### config.mk
export PLATFORM = sky130hd
export DESIGN_NAME = pic_top
export DESIGN_NICKNAME = d
export VERILOG_FILES = /design/src/rtl/pic_pkg.sv /design/src/rtl/pic_pin_cond.sv /design/src/rtl/pic_regfile.sv /design/src/rtl/pic_arbiter.sv /design/src/rtl/pic_top.sv
export SDC_FILE = /design/constraint.sdc
export NUM_CORES = 1
export LEC_CHECK = 0
export BUFFER_PORTS_ARGS = -buffer_cell sky130_fd_sc_hd__buf_4
export CAP_MARGIN = 30
export CORE_ASPECT_RATIO = 0.75
export CORE_UTILIZATION = 45
export CTS_BUF_LIST = sky130_fd_sc_hd__clkbuf_4
export DETAILED_ROUTE_END_ITERATION = 10
export GPL_TIMING_DRIVEN = 0
export PLACE_DENSITY = 0.59
export SLEW_MARGIN = 15
export SYNTH_ARGS = -nofsm -noshare
export SYNTH_HDL_FRONTEND = slang
export SYNTH_SLANG_ARGS = --single-unit
### constraint.sdc
create_clock -name clk -period 4.18 [get_ports clk]
set_input_delay 0.627 -clock clk [delete_from_list [all_inputs] [get_ports clk]]
set_output_delay 0.627 -clock clk [all_outputs]
set_load 0.02 [all_outputs]
### src/rtl/pic_pkg.sv
package pic_pkg;
  localparam int FIELD_W = 2;
  localparam int WORD_W  = 16;
  localparam int FIELDS_PER_WORD = WORD_W / FIELD_W;
  localparam int NUM_LVL = 4;

  // Map a non-zero priority code onto the level presented to the core.
  function automatic logic [1:0] code_to_level(input logic [1:0] code, input logic high_class);
    return high_class ? code : (code - 2'd1);
  endfunction
endpackage

### src/rtl/pic_pin_cond.sv
module pic_pin_cond (
  input  logic clk,
  input  logic rst_n,
  input  logic pin_n_i,
  input  logic edge_sel_i,
  input  logic lp_i,
  input  logic clr_i,
  output logic req_o
);
  logic s1_q, s2_q, prev_q, ped_q;
  logic ped_d, edge_eff, fall;

  assign edge_eff = edge_sel_i & ~lp_i;
  assign fall     = prev_q & ~s2_q;

  always_comb begin
    ped_d = ped_q;
    if (clr_i)            ped_d = 1'b0;
    if (edge_eff && fall) ped_d = 1'b1;
    if (!edge_eff)        ped_d = 1'b0;
  end

  always_ff @(posedge clk or negedge rst_n) begin
    if (!rst_n) begin
      s1_q   <= 1'b1;
      s2_q   <= 1'b1;
      prev_q <= 1'b1;
      ped_q  <= 1'b0;
    end else begin
      s1_q   <= pin_n_i;
      s2_q   <= s1_q;
      prev_q <= s2_q;
      ped_q  <= ped_d;
    end
  end

  assign req_o = edge_eff ? ped_q : ~s2_q;

  // a latched edge survives until an acknowledge
  a_r12_edge_hold: assert property (@(posedge clk) disable iff (!rst_n)
    (ped_q && !clr_i && edge_eff) |=> ped_q);
endmodule

### src/rtl/pic_regfile.sv
module pic_regfile #(
  parameter int NUM_VEC   = 82,
  parameter int FIRST_VEC = 2,
  parameter int VW        = 7,
  parameter int AW        = 5
) (
  input  logic                   clk,
  input  logic                   rst_n,
  input  logic                   bus_we_i,
  input  logic [AW-1:0]          bus_addr_i,
  input  logic [15:0]            bus_wdata_i,
  output logic [15:0]            bus_rdata_o,
  input  logic [NUM_VEC-1:0]     pend_i,
  input  logic                   stat_req_i,
  input  logic [1:0]             stat_lvl_i,
  output logic [2*NUM_VEC-1:0]   prio_o,
  output logic [VW-1:0]          fast0_o,
  output logic [VW-1:0]          fast1_o,
  output logic [1:0]             edge_sel_o
);
  import pic_pkg::*;

  localparam int PW      = (NUM_VEC + FIELDS_PER_WORD - 1) / FIELDS_PER_WORD;
  localparam int NPW     = (NUM_VEC + WORD_W - 1) / WORD_W;
  localparam int A_FAST0 = PW;
  localparam int A_FAST1 = PW + 1;
  localparam int A_CTRL  = PW + 2;
  localparam int A_PEND  = PW + 3;

  // Priority fields: storage only for programmable vectors
  for (genvar v = 0; v < NUM_VEC; v++) begin : g_fld
    if (v >= FIRST_VEC) begin : g_impl
      logic [1:0] fld_q;
      logic [1:0] fld_d;
      logic       fld_en;
      assign fld_en = bus_we_i && (bus_addr_i == AW'(v / FIELDS_PER_WORD));
      assign fld_d  = bus_wdata_i[FIELD_W*(v % FIELDS_PER_WORD) +: FIELD_W];
      always_ff @(posedge clk or negedge rst_n) begin
        if (!rst_n)      fld_q <= 2'b00;
        else if (fld_en) fld_q <= fld_d;
      end
      assign prio_o[FIELD_W*v +: FIELD_W] = fld_q;
    end else begin : g_void
      assign prio_o[FIELD_W*v +: FIELD_W] = 2'b00;
    end
  end

  // Fast-match and control registers
  logic [VW-1:0] fast0_q, fast1_q, fast0_d, fast1_d;
  logic [1:0]    edge_q, edge_d;
  logic          we_f0, we_f1, we_ctl;

  assign we_f0  = bus_we_i && (bus_addr_i == AW'(A_FAST0));
  assign we_f1  = bus_we_i && (bus_addr_i == AW'(A_FAST1));
  assign we_ctl = bus_we_i && (bus_addr_i == AW'(A_CTRL));

  always_comb begin
    fast0_d = fast0_q;
    fast1_d = fast1_q;
    edge_d  = edge_q;
    if (we_f0)  fast0_d = bus_wdata_i[VW-1:0];
    if (we_f1)  fast1_d = bus_wdata_i[VW-1:0];
    if (we_ctl) edge_d  = bus_wdata_i[1:0];
  end

  always_ff @(posedge clk or negedge rst_n) begin
    if (!rst_n) begin
      fast0_q <= '0;
      fast1_q <= '0;
      edge_q  <= '0;
    end else begin
      fast0_q <= fast0_d;
      fast1_q <= fast1_d;
      edge_q  <= edge_d;
    end
  end

  assign fast0_o    = fast0_q;
  assign fast1_o    = fast1_q;
  assign edge_sel_o = edge_q;

  // Read path
  logic [PW*WORD_W-1:0]  prio_pad;
  logic [NPW*WORD_W-1:0] pend_pad;

  always_comb begin
    prio_pad = '0;
    prio_pad[2*NUM_VEC-1:0] = prio_o;
    pend_pad = '1;
    pend_pad[NUM_VEC-1:0] = pend_i;
    for (int i = 0; i < FIRST_VEC; i++) pend_pad[i] = 1'b1;
  end

  always_comb begin
    bus_rdata_o = '0;
    for (int w = 0; w < PW; w++)
      if (bus_addr_i == AW'(w)) bus_rdata_o = prio_pad[WORD_W*w +: WORD_W];
    for (int w = 0; w < NPW; w++)
      if (bus_addr_i == AW'(A_PEND + w)) bus_rdata_o = pend_pad[WORD_W*w +: WORD_W];
    if (bus_addr_i == AW'(A_FAST0)) bus_rdata_o = 16'(fast0_q);
    if (bus_addr_i == AW'(A_FAST1)) bus_rdata_o = 16'(fast1_q);
    if (bus_addr_i == AW'(A_CTRL))  bus_rdata_o = {stat_req_i, stat_lvl_i, 11'b0, edge_q};
  end
endmodule

### src/rtl/pic_arbiter.sv
module pic_arbiter #(
  parameter int                   NUM_VEC    = 82,
  parameter int                   VW         = 7,
  parameter logic [NUM_VEC-1:0]   HIGH_CLASS = '0
) (
  input  logic                  clk,
  input  logic                  rst_n,
  input  logic [NUM_VEC-1:0]    pend_i,
  input  logic [2*NUM_VEC-1:0]  prio_i,
  input  logic [VW-1:0]         fast0_i,
  input  logic [VW-1:0]         fast1_i,
  output logic                  req_o,
  output logic [VW-1:0]         vec_o,
  output logic [1:0]            lvl_o,
  output logic                  fast_o
);
  import pic_pkg::*;

  logic [NUM_LVL-1:0][NUM_VEC-1:0] cand;
  logic [NUM_LVL-1:0][VW-1:0]      first_v;
  logic [NUM_LVL-1:0]              lvl_any;

  // Per source: sort the request into the bucket of its level
  for (genvar v = 0; v < NUM_VEC; v++) begin : g_src
    logic [1:0] code;
    logic [1:0] lvl;
    assign code = prio_i[2*v +: 2];
    assign lvl  = code_to_level(code, HIGH_CLASS[v]);
    for (genvar l = 0; l < NUM_LVL; l++) begin : g_bkt
      assign cand[l][v] = pend_i[v] && (code != 2'b00) && (lvl == 2'(l));
    end
  end

  // Per level: lowest set vector
  for (genvar l = 0; l < NUM_LVL; l++) begin : g_lvl
    logic [VW-1:0] fv;
    always_comb begin
      fv = '0;
      for (int v = NUM_VEC - 1; v >= 0; v--)
        if (cand[l][v]) fv = VW'(v);
    end
    assign first_v[l] = fv;
    assign lvl_any[l] = |cand[l];
  end

  logic          win_ok, win_fast;
  logic [1:0]    win_lvl;
  logic [VW-1:0] win_vec;

  always_comb begin
    win_ok  = 1'b0;
    win_lvl = 2'd0;
    win_vec = '0;
    for (int l = 0; l < NUM_LVL; l++) begin
      if (lvl_any[l]) begin
        win_ok  = 1'b1;
        win_lvl = 2'(l);
        win_vec = first_v[l];
      end
    end
    win_fast = win_ok && ((win_vec == fast0_i) || (win_vec == fast1_i));
  end

  // Registered presentation to the core
  always_ff @(posedge clk or negedge rst_n) begin
    if (!rst_n) begin
      req_o  <= 1'b0;
      vec_o  <= '0;
      lvl_o  <= 2'd0;
      fast_o <= 1'b0;
    end else begin
      req_o  <= win_ok;
      vec_o  <= win_vec;
      lvl_o  <= win_lvl;
      fast_o <= win_fast;
    end
  end

  // a winner is pending and has a non-zero code
  a_r3_winner_enabled: assert property (@(posedge clk) disable iff (!rst_n)
    win_ok |-> (pend_i[win_vec] && (prio_i[2*win_vec +: 2] != 2'b00)));
  // nothing is requested above the winning level
  a_r6_level_first: assert property (@(posedge clk) disable iff (!rst_n)
    win_ok |-> ((lvl_any >> win_lvl) == 4'b0001));
  // nothing with a smaller vector on the winning level
  a_r7_lowest_vector: assert property (@(posedge clk) disable iff (!rst_n)
    win_ok |-> ((cand[win_lvl] & ~({NUM_VEC{1'b1}} << win_vec)) == '0));
  // fast flag only with a presented request
  a_r9_fast_needs_req: assert property (@(posedge clk) disable iff (!rst_n)
    fast_o |-> req_o);
  // idle presentation is all zero
  a_r1_idle_zero: assert property (@(posedge clk) disable iff (!rst_n)
    !req_o |-> (vec_o == '0 && lvl_o == 2'd0 && !fast_o));
endmodule

### src/rtl/pic_top.sv
module pic_top #(
  parameter int                 NUM_VEC    = 82,
  parameter int                 FIRST_VEC  = 2,
  parameter logic [NUM_VEC-1:0] HIGH_CLASS = NUM_VEC'(60),
  parameter int                 EXT_A      = 18,
  parameter int                 EXT_B      = 19,
  localparam int                VW         = $clog2(NUM_VEC),
  localparam int                PW         = (NUM_VEC + 7) / 8,
  localparam int                NPW        = (NUM_VEC + 15) / 16,
  localparam int                AW         = $clog2(PW + 3 + NPW)
) (
  input  logic               clk,
  input  logic               rst_n,
  input  logic [NUM_VEC-1:0] irq_i,
  input  logic [1:0]         ext_pin_n_i,
  input  logic               lp_mode_i,
  input  logic               ack_i,
  input  logic [VW-1:0]      ack_vec_i,
  input  logic               bus_we_i,
  input  logic [AW-1:0]      bus_addr_i,
  input  logic [15:0]        bus_wdata_i,
  output logic [15:0]        bus_rdata_o,
  output logic               irq_req_o,
  output logic [VW-1:0]      irq_vec_o,
  output logic [1:0]         irq_lvl_o,
  output logic               irq_fast_o
);
  logic [2*NUM_VEC-1:0] prio;
  logic [VW-1:0]        fast0, fast1;
  logic [1:0]           edge_sel;
  logic [1:0]           ext_req;
  logic [1:0]           ext_clr;
  logic [NUM_VEC-1:0]   pend_d, pend_q;

  assign ext_clr[0] = ack_i && (ack_vec_i == VW'(EXT_A));
  assign ext_clr[1] = ack_i && (ack_vec_i == VW'(EXT_B));

  for (genvar p = 0; p < 2; p++) begin : g_pin
    pic_pin_cond i_cond (
      .clk        (clk),
      .rst_n      (rst_n),
      .pin_n_i    (ext_pin_n_i[p]),
      .edge_sel_i (edge_sel[p]),
      .lp_i       (lp_mode_i),
      .clr_i      (ext_clr[p]),
      .req_o      (ext_req[p])
    );
  end

  for (genvar v = 0; v < NUM_VEC; v++) begin : g_pend
    if (v == EXT_A) begin : g_a
      assign pend_d[v] = irq_i[v] | ext_req[0];
    end else if (v == EXT_B) begin : g_b
      assign pend_d[v] = irq_i[v] | ext_req[1];
    end else begin : g_p
      assign pend_d[v] = irq_i[v];
    end
  end

  always_ff @(posedge clk or negedge rst_n) begin
    if (!rst_n) pend_q <= '0;
    else        pend_q <= pend_d;
  end

  pic_regfile #(
    .NUM_VEC   (NUM_VEC),
    .FIRST_VEC (FIRST_VEC),
    .VW        (VW),
    .AW        (AW)
  ) i_regs (
    .clk         (clk),
    .rst_n       (rst_n),
    .bus_we_i    (bus_we_i),
    .bus_addr_i  (bus_addr_i),
    .bus_wdata_i (bus_wdata_i),
    .bus_rdata_o (bus_rdata_o),
    .pend_i      (pend_q),
    .stat_req_i  (irq_req_o),
    .stat_lvl_i  (irq_lvl_o),
    .prio_o      (prio),
    .fast0_o     (fast0),
    .fast1_o     (fast1),
    .edge_sel_o  (edge_sel)
  );

  pic_arbiter #(
    .NUM_VEC    (NUM_VEC),
    .VW         (VW),
    .HIGH_CLASS (HIGH_CLASS)
  ) i_arb (
    .clk     (clk),
    .rst_n   (rst_n),
    .pend_i  (pend_q),
    .prio_i  (prio),
    .fast0_i (fast0),
    .fast1_i (fast1),
    .req_o   (irq_req_o),
    .vec_o   (irq_vec_o),
    .lvl_o   (irq_lvl_o),
    .fast_o  (irq_fast_o)
  );
endmodule

==> flow_summary_export.csv <==
group,metric,value,unit
timing,report.final.slew_viol_count,0,
synth,yosysTopAreaCell,"dfrtp_1",
global_routing,grt_use_met1,63.49,%
final_layout,fin_nets,2105,
synth,async_flop_share,100.0,%
status,violations,"negative setup slack",
detailed_routing,ant_nets,0,
timing,timing_hold_violations_final,0,
global_routing,grt_use_total,45.56,%
detailed_routing,wl_per_cell,33.91,um
detailed_routing,drtIter0Drc,2901,
final_layout,multi_input_area,9349,um^2
detailed_routing,totalWireLength,84.74,mm
power_and_ir_drop,ir_drop,0.3986,mV
timing,skew,0.06666,ns
global_routing,overflow,0,
place,routabilityCongestion,1.159,
floorplan,core_area,35060,um^2
final_layout,seq_area,6912,um^2
final_layout,drive_above_1_share,27.26,%
setup_path,crit_fanout,10,
power_and_ir_drop,totalPowerFinal,0.009919,W
timing,fin_crit_sh,100.7,%
final_layout,most-common-layout-cells,"251 x dfrtp_1, 177 x mux2_2, 154 x nand2_1",
synth,synth_seq_cells,275,
setup_path,path_cells,"buf_4 -> clkbuf_2 -> and3_1 -> clkbuf_1 -> and2_1 -> clkbuf_2 -> a22oi_1 -> nand4_1 -> o22ai_1 -> a311oi_1 -> a21o_1 -> buf_4",
place,hpwl,65.93,mm
synth,yosysTopAreaCellShare,41.56,%
floorplan,die_area,36770,um^2
hold_path,hp-class,"in -> reg",
setup_path,critical_path_required,3.55,ns
final_layout,fillers,3075,
detailed_routing,num_vias,17630,
global_routing,grt_max_degree,110,
synth,synth_top_flop_cell,"dfrtp_1",
timing,clock.fmax,0.2375,GHz
timing,setup_ws,-0.03128,ns
status,status,"finished, violations left",
flow_run,maxCapViolCount,0,
synth,yosysUniqueCellTypes,78,
synth,syn_avg_cell_area,9.694,um^2
timing,min_period,4.211,ns
synth,ys_warn_count,0,
cts,tritoncts,"yes",
place,port_buffers,131,
setup_path,crit_slowest_cell,"o22ai_1",
global_routing,top_usage_layer,"met1",
cts,clk_path_buf_depth,3,
setup_path,arrival,3.58,ns
power_and_ir_drop,power_density,492.9,nW/um^2
global_routing,met2_usage,62.08,%
detailed_routing,routed_via_density,7.056,
place,dpl_worst_slack,-0.5134,ns
synth,synth_edf_count,0,
detailed_routing,first_pass_iters,6,
synth,ys_seq_area_share,42.53,%
setup_path,endpoint_kind,"output port",
setup_path,max_stage_delay,0.47,ns
cts,worstSkewPairLatency,0.79,ns
timing,rsz0062_at_grt,"yes",
synth,yosys-top-cells-area,"dfrtp_1 42%, mux2_2 12%, nand3b_1 5.2%",
global_routing,grt_pass1_wl,118.9,mm
cts,clock-sinks,275,
global_routing,grt_pass1_vias,16300,
synth,syn_area,16200,um^2
synth,synth_cells,1671,
floorplan,num_io_pins,144,
synth,synth_nets,1788,
cts,htreeDepth,3,
timing,worst_pin_slew,0.9798,ns
final_layout,layout_commonest_cell,"dfrtp_1",
setup_path,cp.buffers_inverters,5,
setup_path,crit_family,"compound AO/OA/AOI/OAI gates",
global_routing,met3_usage,19.27,%
floorplan,rows,59,
cts,root_buffer,"clkbuf_4",
timing,setup_viol,1,
power_and_ir_drop,p_leak,9.022,nW
final_layout,area_growth,24.24,%
cts,cts_made_buffers,70,
setup_path,cp-start-kind,"input port",
timing,slew_headroom,33.85,%
floorplan,die_h,166.3,um
global_routing,grt_antenna_before_repair,8,
floorplan,start_util,46.19,%
setup_path,critPathKind,"in -> out",
floorplan,die_x,221.1,um
detailed_routing,drc_errors,0,
cts,clk_transition_reported_paths,0.07,ns
==> through the flow <==
stage / cell area [um^2] / hold WS, ns / TNS [ns] / utilization [%] / cells
after floorplan: 16200 / 0.3314 / 0 / - / 1671
after global placement: 17750 / 0.3489 / -5.447 / 50.63 / 2259
after detailed placement: 17950 / 0.3468 / -4.222 / 51.20 / 2273
after CTS: 19750 / 0.01894 / -0.1884 / 56.32 / 2471
after global routing: 20100 / 0.03655 / -0.02640 / 57.33 / 2491
final: 20120 / 0.07792 / -0.03128 / 57.39 / 2499
==> synthesized netlist by cell type, types with 5 or more instances <==
master	count
a2111oi_0	5
a211oi_1	15
a21oi_1	48
a221oi_1	15
a222oi_1	11
a22o_1	9
a22oi_1	46
a31oi_1	21
a41oi_1	10
and2_1	10
and3_1	25
and3b_1	47
and4_1	7
buf_1	10
clkbuf_1	43
dfrtp_1	269
dfstp_2	6
inv_1	15
mux2_2	178
nand2_1	154
nand2b_1	23
nand3_1	116
nand3b_1	112
nand4_1	63
nor2_1	106
nor2b_1	17
nor3_1	23
nor4_1	28
o2111ai_1	7
o211ai_1	19
o21ai_0	70
o21bai_1	7
o22ai_1	16
o31ai_1	14
or2_2	5
or3_1	5
or4_1	9
xnor2_1	6
==> routing by layer <==
layer | vias to the layer above | routed length [um]
met5 | - | 108
met4 | 2 | 3562
met3 | 239 | 13230
met2 | 1461 | 33380
met1 | 8742 | 34460
li1 | 7188 | -
==> report_power, final <==
part	switching [W]	internal [W]	leakage [nW]
clock network	0.00114	0.00117	0.515
logic	0.00221	0.00142	5.13
registers	0.000909	0.00308	3.38
total	0.00426	0.00566	9.02
==> final cells by class <==
| type | instances | area share, % |
|---|---|---|
| Inverter | 16 | 0.2984 |
| Buffer | 53 | 1.119 |
| Clock buffer | 101 | 3.768 |
| Timing Repair Buffer | 246 | 10.58 |
| Tap cell | 457 | 2.841 |
| Sequential cell | 275 | 34.34 |
| Antenna cell | 10 | 0.1243 |
| Multi-Input combinational cell | 1326 | 46.46 |
| Clock inverter | 15 | 0.4663 |
==> worst paths after layout <==
path	to	slack, ns	depth (start not counted)	start
setup / recovery	bus_rdata_o[5]	-0.03	12	bus_addr_i[1]
min in group asynchronous	i_regs.g_fld[58].g_impl.fld_q[1]$_DFFE_PN0P_	0.37	2	rst_n
hold / removal	pend_q[18]$_DFF_PN0_	0.08	2	irq_i[18]
max in group asynchronous	i_regs.g_fld[14].g_impl.fld_q[0]$_DFFE_PN0P_	2.81	3	rst_n
hold reg to reg	g_pin[0].i_cond.s2_q$_DFF_PN1_	0.34	0	g_pin[0].i_cond.s1_q$_DFF_PN1_
setup reg to reg	i_arb.fast_o$_DFF_PN0_	0.08	12	i_regs.g_fld[77].g_impl.fld_q[0]$_DFFE_PN0P_
==> repair_timing <==
| action | 4_1_cts | 5_1_grt |
|---|---|---|
| setup buffers | 1 | 18 |
| endpoints found under the setup margin | 17 | 11 |
| resized for setup | 32 | 53 |
| hold buffers | 81 | 0 |
| hold endpoints to repair | 139 | 0 |
| pin swaps | 2 | 14 |
==> sequential cells by signal (all words and copies together), names as in the netlist <==
| register | cells |
|---|---|
| i_regs.fast1_o | 7 |
| g_pin.i_cond.s1_q | 2 |
| i_regs.fast0_o | 7 |
| pend_q | 80 |
| i_arb.req_o | 1 |
| i_arb.vec_o | 7 |
| i_arb.lvl_o | 2 |
| g_pin.i_cond.prev_q | 2 |
| g_pin.i_cond.ped_q | 2 |
| i_regs.g_fld.g_impl.fld_q | 160 |
| i_regs.edge_sel_o | 2 |
| g_pin.i_cond.s2_q | 2 |
| i_arb.fast_o | 1 |
==> cells by family (layout without fill, tap and decap cells) <==
family	Yosys count	count (layout)	synth area share [%]
DFF	275	275	42.53
muxes	180	180	12.50
AOI/OAI and AO/OA	366	366	15.96
xor gates and xnor gates	10	10	0.5407
and+or+nand+nor	770	770	26.84
other	0	10	0
buffers and inverters	70	431	1.630
No activity file was read; power rests on OpenSTA's default activity.
